`src/rtl/tick_timer.sv`:
```
module tick_timer #(
  parameter int CNT_W = 32,
  parameter int PER_W = 28
) (
  input  logic        clk,
  input  logic        rst_n,
  input  logic        tick,
  input  logic        wr_en,
  input  logic        wr_sel,
  input  logic [31:0] wr_data,
  input  logic        rd_sel,
  output logic [31:0] rd_data,
  output logic        irq
);

  localparam logic [1:0] M_OFF  = 2'b00;
  localparam logic [1:0] M_RST  = 2'b01;
  localparam logic [1:0] M_ONE  = 2'b10;
  localparam logic [1:0] M_CONT = 2'b11;
  localparam int PEND_BIT = 28;
  localparam int IE_BIT   = 29;

  logic [31:0]      ctl_q;
  logic [CNT_W-1:0] cnt_q;
  logic             run_q;

  logic [1:0]       mode;
  logic             ie;
  logic             wr_ctl, wr_cnt, counting, hit;
  logic [CNT_W-1:0] cnt_inc;

  assign mode     = ctl_q[31:30];
  assign ie       = ctl_q[IE_BIT];
  assign wr_ctl   = wr_en & ~wr_sel;
  assign wr_cnt   = wr_en & wr_sel;
  assign counting = tick & run_q & (mode != M_OFF) & ~wr_en;
  assign cnt_inc  = cnt_q + 1'b1;
  assign hit      = counting & (cnt_inc[PER_W-1:0] == ctl_q[PER_W-1:0]);

  assign irq     = ctl_q[PEND_BIT];
  assign rd_data = rd_sel ? 32'(cnt_q) : ctl_q;

  always_ff @(posedge clk) begin
    if (!rst_n) begin
      ctl_q <= '0;
      cnt_q <= '0;
      run_q <= 1'b0;
    end else begin
      if (wr_ctl) begin
        ctl_q <= wr_data;
        run_q <= 1'b1;
      end else if (hit && ie) begin
        ctl_q[PEND_BIT] <= 1'b1;
      end

      if (hit && mode == M_ONE)
        run_q <= 1'b0;

      if (wr_cnt)
        cnt_q <= wr_data[CNT_W-1:0];
      else if (counting)
        cnt_q <= (hit && mode == M_RST) ? '0 : cnt_inc;
    end
  end

  a_r2_off_holds: assert property (@(posedge clk) disable iff (!rst_n)
    (mode == M_OFF && !wr_en) |=> $stable(cnt_q));

  a_r3_idle_holds: assert property (@(posedge clk) disable iff (!rst_n)
    (!tick && !wr_en) |=> $stable(cnt_q));

  a_r5_pend_on_hit: assert property (@(posedge clk) disable iff (!rst_n)
    (hit && ie) |=> irq);

  a_r6_pend_sticky: assert property (@(posedge clk) disable iff (!rst_n)
    (irq && !wr_ctl) |=> irq);

  a_r6_pend_no_rise: assert property (@(posedge clk) disable iff (!rst_n)
    (!irq && !wr_ctl && !(hit && ie)) |=> !irq);

  a_r7_restart_zero: assert property (@(posedge clk) disable iff (!rst_n)
    (hit && mode == M_RST) |=> (cnt_q == '0));

  a_r8_oneshot_frozen: assert property (@(posedge clk) disable iff (!rst_n)
    (mode == M_ONE && !run_q && !wr_en) |=> $stable(cnt_q));

  a_r9_cont_runs: assert property (@(posedge clk) disable iff (!rst_n)
    (hit && mode == M_CONT) |=> (cnt_q == $past(cnt_inc)));

  a_r10_cnt_load: assert property (@(posedge clk) disable iff (!rst_n)
    wr_cnt |=> (cnt_q == $past(wr_data[CNT_W-1:0])));

  a_r11_ctl_load: assert property (@(posedge clk) disable iff (!rst_n)
    wr_ctl |=> (ctl_q == $past(wr_data) && $stable(cnt_q)));

endmodule

```
`config.mk`:
```
export PLATFORM = sky130hd
export DESIGN_NAME = tick_timer
export DESIGN_NICKNAME = d
export VERILOG_FILES = /design/src/rtl/tick_timer.sv
export SDC_FILE = /design/constraint.sdc
export NUM_CORES = 1
export LEC_CHECK = 0
export BUFFER_PORTS_ARGS = -buffer_cell sky130_fd_sc_hd__buf_2
export CORE_ASPECT_RATIO = 0.7
export CORE_MARGIN = 1
export CORE_UTILIZATION = 59
export CTS_BUF_LIST = sky130_fd_sc_hd__clkbuf_4 sky130_fd_sc_hd__clkbuf_8
export DETAILED_ROUTE_END_ITERATION = 6
export PLACE_DENSITY = 0.83
export SLEW_MARGIN = 20
export SYNTH_ARGS = -nofsm -noshare
export SYNTH_HDL_FRONTEND = slang
export SYNTH_SLANG_ARGS = --single-unit
```
`constraint.sdc`:
```
create_clock -name clk -period 3.78 [get_ports clk]
set_clock_uncertainty 0.1 [all_clocks]
set_input_delay 0.189 -clock clk [delete_from_list [all_inputs] [get_ports clk]]
set_output_delay 0.189 -clock clk [all_outputs]
set_load 0.03 [all_outputs]
```
# Word level (Yosys, flattened, before mapping)
# Index checks and enable logic that the tools add are counted.
# op_classes
order_cmp,0
n_div,0
n_mux,6
eq_ne,3
reduce_logical,7
n_addsub,1
mul,0
bitwise,9
n_shift,0
# op_table
op,count
two-way mux 32 bit,4
adder 32 x 1 -> 32 bit (second input constant),1
equality test 28 bit,1
AND 1 bit,6
nonzero test 2 bit,3
logical AND 1 bit,3
inverter 1 bit,3
equality test 2 x 1 -> 1 bit (second input constant),1
equality test 2 bit (second input constant),1
two-way mux 1 bit,2
OR reduction 2 bit,1
# word_totals
n_memories,0
output_inout_bits,33
mem_bits_ro,0
mem_bits_rw,0
latchBits,0
reg_bits,65
word_cells,30

# Longest topological paths before layout
# depth
ltp_word,8
ltp_mapped,12
ltp_nobuf,10

# Worst setup path before layout
# No wires, ideal clock.
# synth_path
path_type,reg-to-reg
start,register cnt_q[0]
end,register cnt_q[24]
slack_ns,0.716
synth_period_minus_slack_ns,3.064
path_stages_with_launch,12
setup_time_ns,0.129
arrival_ns,2.835
n_path_buf,1
cell_sequence,dfxtp_1 -> ha_1 -> nand3_2 -> or3_4 -> or3_4 -> a22oi_2 -> o211ai_1 -> nor4_4 -> nand3_2 -> buf_6 -> a22oi_1 -> o31ai_2
# synth_via
elab_chain_cells,7
# synth_rtl
element,line,text
"start, declared",24,logic [CNT_W-1:0] cnt_q;
"start signal, assigned",60,cnt_q <= wr_data[CNT_W-1:0];
"start signal, assigned",62,cnt_q <= (hit && mode == M_RST) ? '0 : cnt_inc;
adder 32 x 1 -> 32 bit (*),37,assign cnt_inc = cnt_q + 1'b1;
equality test 28 bit,38,assign hit = counting & (cnt_inc[PER_W-1:0] == ctl_q[PER_W-1:0]);
AND 1 bit,38,
logical AND 1 bit,62,
two-way mux 32 bit (*),62,
two-way mux 32 bit (*),61,else if (counting)
two-way mux 32 bit (*),59,if (wr_cnt)
# Mark *: on every way between the ends. The rest lies on a longest branch, timed or not. The select of a mux whose other input is x is not followed.
# A chain may end at the register's enable or synchronous reset.

# Worst setup path in the final report
# layout_path
start,register cnt_q[0]
end,register cnt_q[16]
# The elaborated chain is that of the path after synthesis.

==> run metrics <==
outcome=complete, no violations; Net Sw Frac=30.97%; GP Congestion=between 0.9 and 1; Switch Pwr=approximately 0.00056 W; Die ar.=roughly 8000 µm²; Pwr Total=0.001822 W; Seq pwr share=between 40% and 50%; total gr overflow=0; # DRC=0; CP endpoint kind=flip-flop; combinational share of power=between 20 and 25%; Worst Hold Class=in2reg; # Post-CTS Setup Buffers=0; area of placed instances=4906 µm²; DR vias=4998; CP cell instances=ha_2 > nand3_2 > or3_4 > or3_4 > a22oi_2 > o211ai_1 > nor4_4 > nand3_2 > buf_4 > a22oi_1 > o31ai_2; EDFF count, synth=0; max_slew headroom=between 20% and 30%; most common cell after layout, fill and taps aside=nand2_1; Syn Inst Count=about 590; Syn Area/Cell=7.678 µm²; Layout fillers=576; CTS buffer count=9; Starting Density=between 60% and 70%; initial DRC count=just over 500; CP max FO=13; critical path class=reg2reg; root buffer cell=clkbuf_8; clk sinks=65; Internal Power=~0.0013 W; Site Rows=26; first-pass GRT wire length=~24 mm; most common flop cell mapped by yosys=dfxtp_1; fin crit share=between 90% and 100%; DR vias/cell=roughly 6.4; initial antenna violation count=0; final net count=roughly 700; post-route cell area=between 5000 and 6000 µm²; Min Clock Period, post-route=3589 ps; Max Slew Vio Count=0; CP Data Required Time=roughly 3900 ps; DIE HEIGHT=75.07 µm; Synth Register Bits=65; PwrDens=between 300 and 400 nW/µm²; sequential fraction of the synthesis area=approximately 29%; Die X=around 110 µm; Synth warnings=0; GRT busiest layer=met2; Pre-antenna DRT Iters=5; mapped cell area=4499 µm²; Static Leakage=~2.1 nW; Setup-failing EPs final=0; Core Area=approximately 7400 µm²; # Max-Cap Violations=0; antenna viol nets, final=0; clock share of power=~37%; GR Layer Usage met3=between 10% and 20%; fraction of registers with async set/reset=0%; met2 global-route usage=between 60% and 70%; RSZ-0062 raised after global routing=false; fmax=between 0.2 and 0.3 GHz; layout cells sized above 1=a little under a quarter; crit-path max cell delay=~480 ps; Routed WL per cell=approximately 20 µm; Final TNS setup=0 ps; CP arrival=~3700 ps; largest net degree at the start of global routing=34; Ant. Diodes=0; grt met1 use=about 54%; Worst setup SP type=flip-flop; vias in the first global route=between 4000 and 5000; # port buffers=70; most frequent cells in the layout=nand2_1 (104), buf_2 (70), dfxtp_1 (65); Least-Margin Pin Slew=around 1100 ps; final hold vios=0; # IOs=just over 70; Total GRT Usage=just over 40%; Synth cell types=between 60 and 70; CTS tree=done; maximum VDD drop=~0.00033 V; clk slew on worst S/H paths=roughly 80 ps; H-tree levels=3; synthesized netlist net count=625; Post-DP HPWL=around 11 mm; worst skew pair latency=between 300 and 400 ps; slowest CP cell=or3_4; Bufs on Longest Clock Path=2; Syn-to-layout area delta=21.13%; WL final=roughly 16 mm
flip-flops by register name, summed over array words and instances, names as in the netlist:
signal	count
run_q	1
ctl_q	32
cnt_q	32
timing repair:
item	4_1_cts	5_1_grt
setup endpoints to repair	0	9
resized for setup	0	1
endpoints found under the hold margin	50	0
hold buffers	32	0
synthesized netlist by cell type, types with 10 or more instances:
cell,n,area share [%]
nand2_1,104,8.7
dfxtp_1,65,29
a21oi_1,45,5.0
nor2_1,34,2.8
mux2_2,31,7.8
xnor2_1,30,5.8
clkbuf_1,26,2.2
nand3_1,26,2.9
o21ai_0,26,2.9
a22oi_1,18,3.0
nand4_1,15,2.1
buf_2,13,1.4
nor4_1,11,1.5
a31oi_1,10,1.4
nor3_1,10,1.1
layer usage:
layer | wire length [µm] | vias to the layer above | share of wire [%]
met5 | 0 | - | 0
met4 | 397 | 0 | 2.5
met3 | 1787 | 42 | 11
met2 | 6876 | 330 | 43
met1 | 6770 | 2325 | 43
li1 | - | 2301 | -
logic make-up after synthesis:
kind of cell             Yosys count  synth area share [%]
AO/OA/AOI/OAI                    141                 20.75
XOR/XNOR                          39                 7.592
adder cells (fa/ha/maj)            1                0.2780
buffers and inverters             51                 5.311
flip-flops                        65                 28.92
multiplexers                      33                 8.203
AND/OR/NAND/NOR                  256                 28.95
worst max-delay path, delay by kind of cell (launching register included):
kind                     cells  cell delay (ps)
AND/OR/NAND/NOR              5             1660
AO/OA/AOI/OAI                4              640
adder cells (fa/ha/maj)      1              300
flip-flops                   1              470
buffers and inverters        1              290
final timing paths:
kind / start / endpoint / slack, ps / cells past startpoint
worst max-delay path: cnt_q[0]$_SDFFE_PN0P_ / cnt_q[16]$_SDFFE_PN0P_ / 190 / 11
worst min-delay path: rst_n / run_q$_SDFFE_PP0P_ / 140 / 3
worst max register to register: cnt_q[0]$_SDFFE_PN0P_ / cnt_q[16]$_SDFFE_PN0P_ / 190 / 11
worst min register to register: ctl_q[22]$_SDFFE_PN0P_ / ctl_q[22]$_SDFFE_PN0P_ / 390 / 2
power by group through the flow:
stage / sequential (W) / combinational [W] / clock, W
after detailed placement: 0.000785 / 0.000331 / 0
after global routing: 0.000778 / 0.000394 / 0.000707
final: 0.000772 / 0.000371 / 0.000679
after CTS: 0.000769 / 0.000359 / 0.000679
after floorplan: 0.000761 / 0.000247 / 0
after global placement: 0.000782 / 0.000326 / 0
stage by stage:
step	util, %	cells	hold slack [ps]	setup slack, ps
6_report	74.13	776	138.9	191.0
5_1_grt	74.13	776	146.5	4.822
4_1_cts	74.06	776	112.9	180.1
3_5_place_dp	66.73	728	345.8	200.3
3_3_place_gp	66.73	728	330.3	334.4
2_1_floorplan	-	586	217.5	716.3
cell type report:
type | instances | area (µm²) | share of cell area, %
multi-input cells | 470 | 2972 | 54.52
flip-flops and latches | 65 | 1301 | 23.88
repair buffers | 121 | 813.3 | 14.92
clock buffers | 11 | 138.9 | 2.548
well taps | 98 | 122.6 | 2.250
clock inverters | 5 | 80.08 | 1.469
inverters | 6 | 22.52 | 0.4132
No activity file was read; power rests on OpenSTA's default activity.
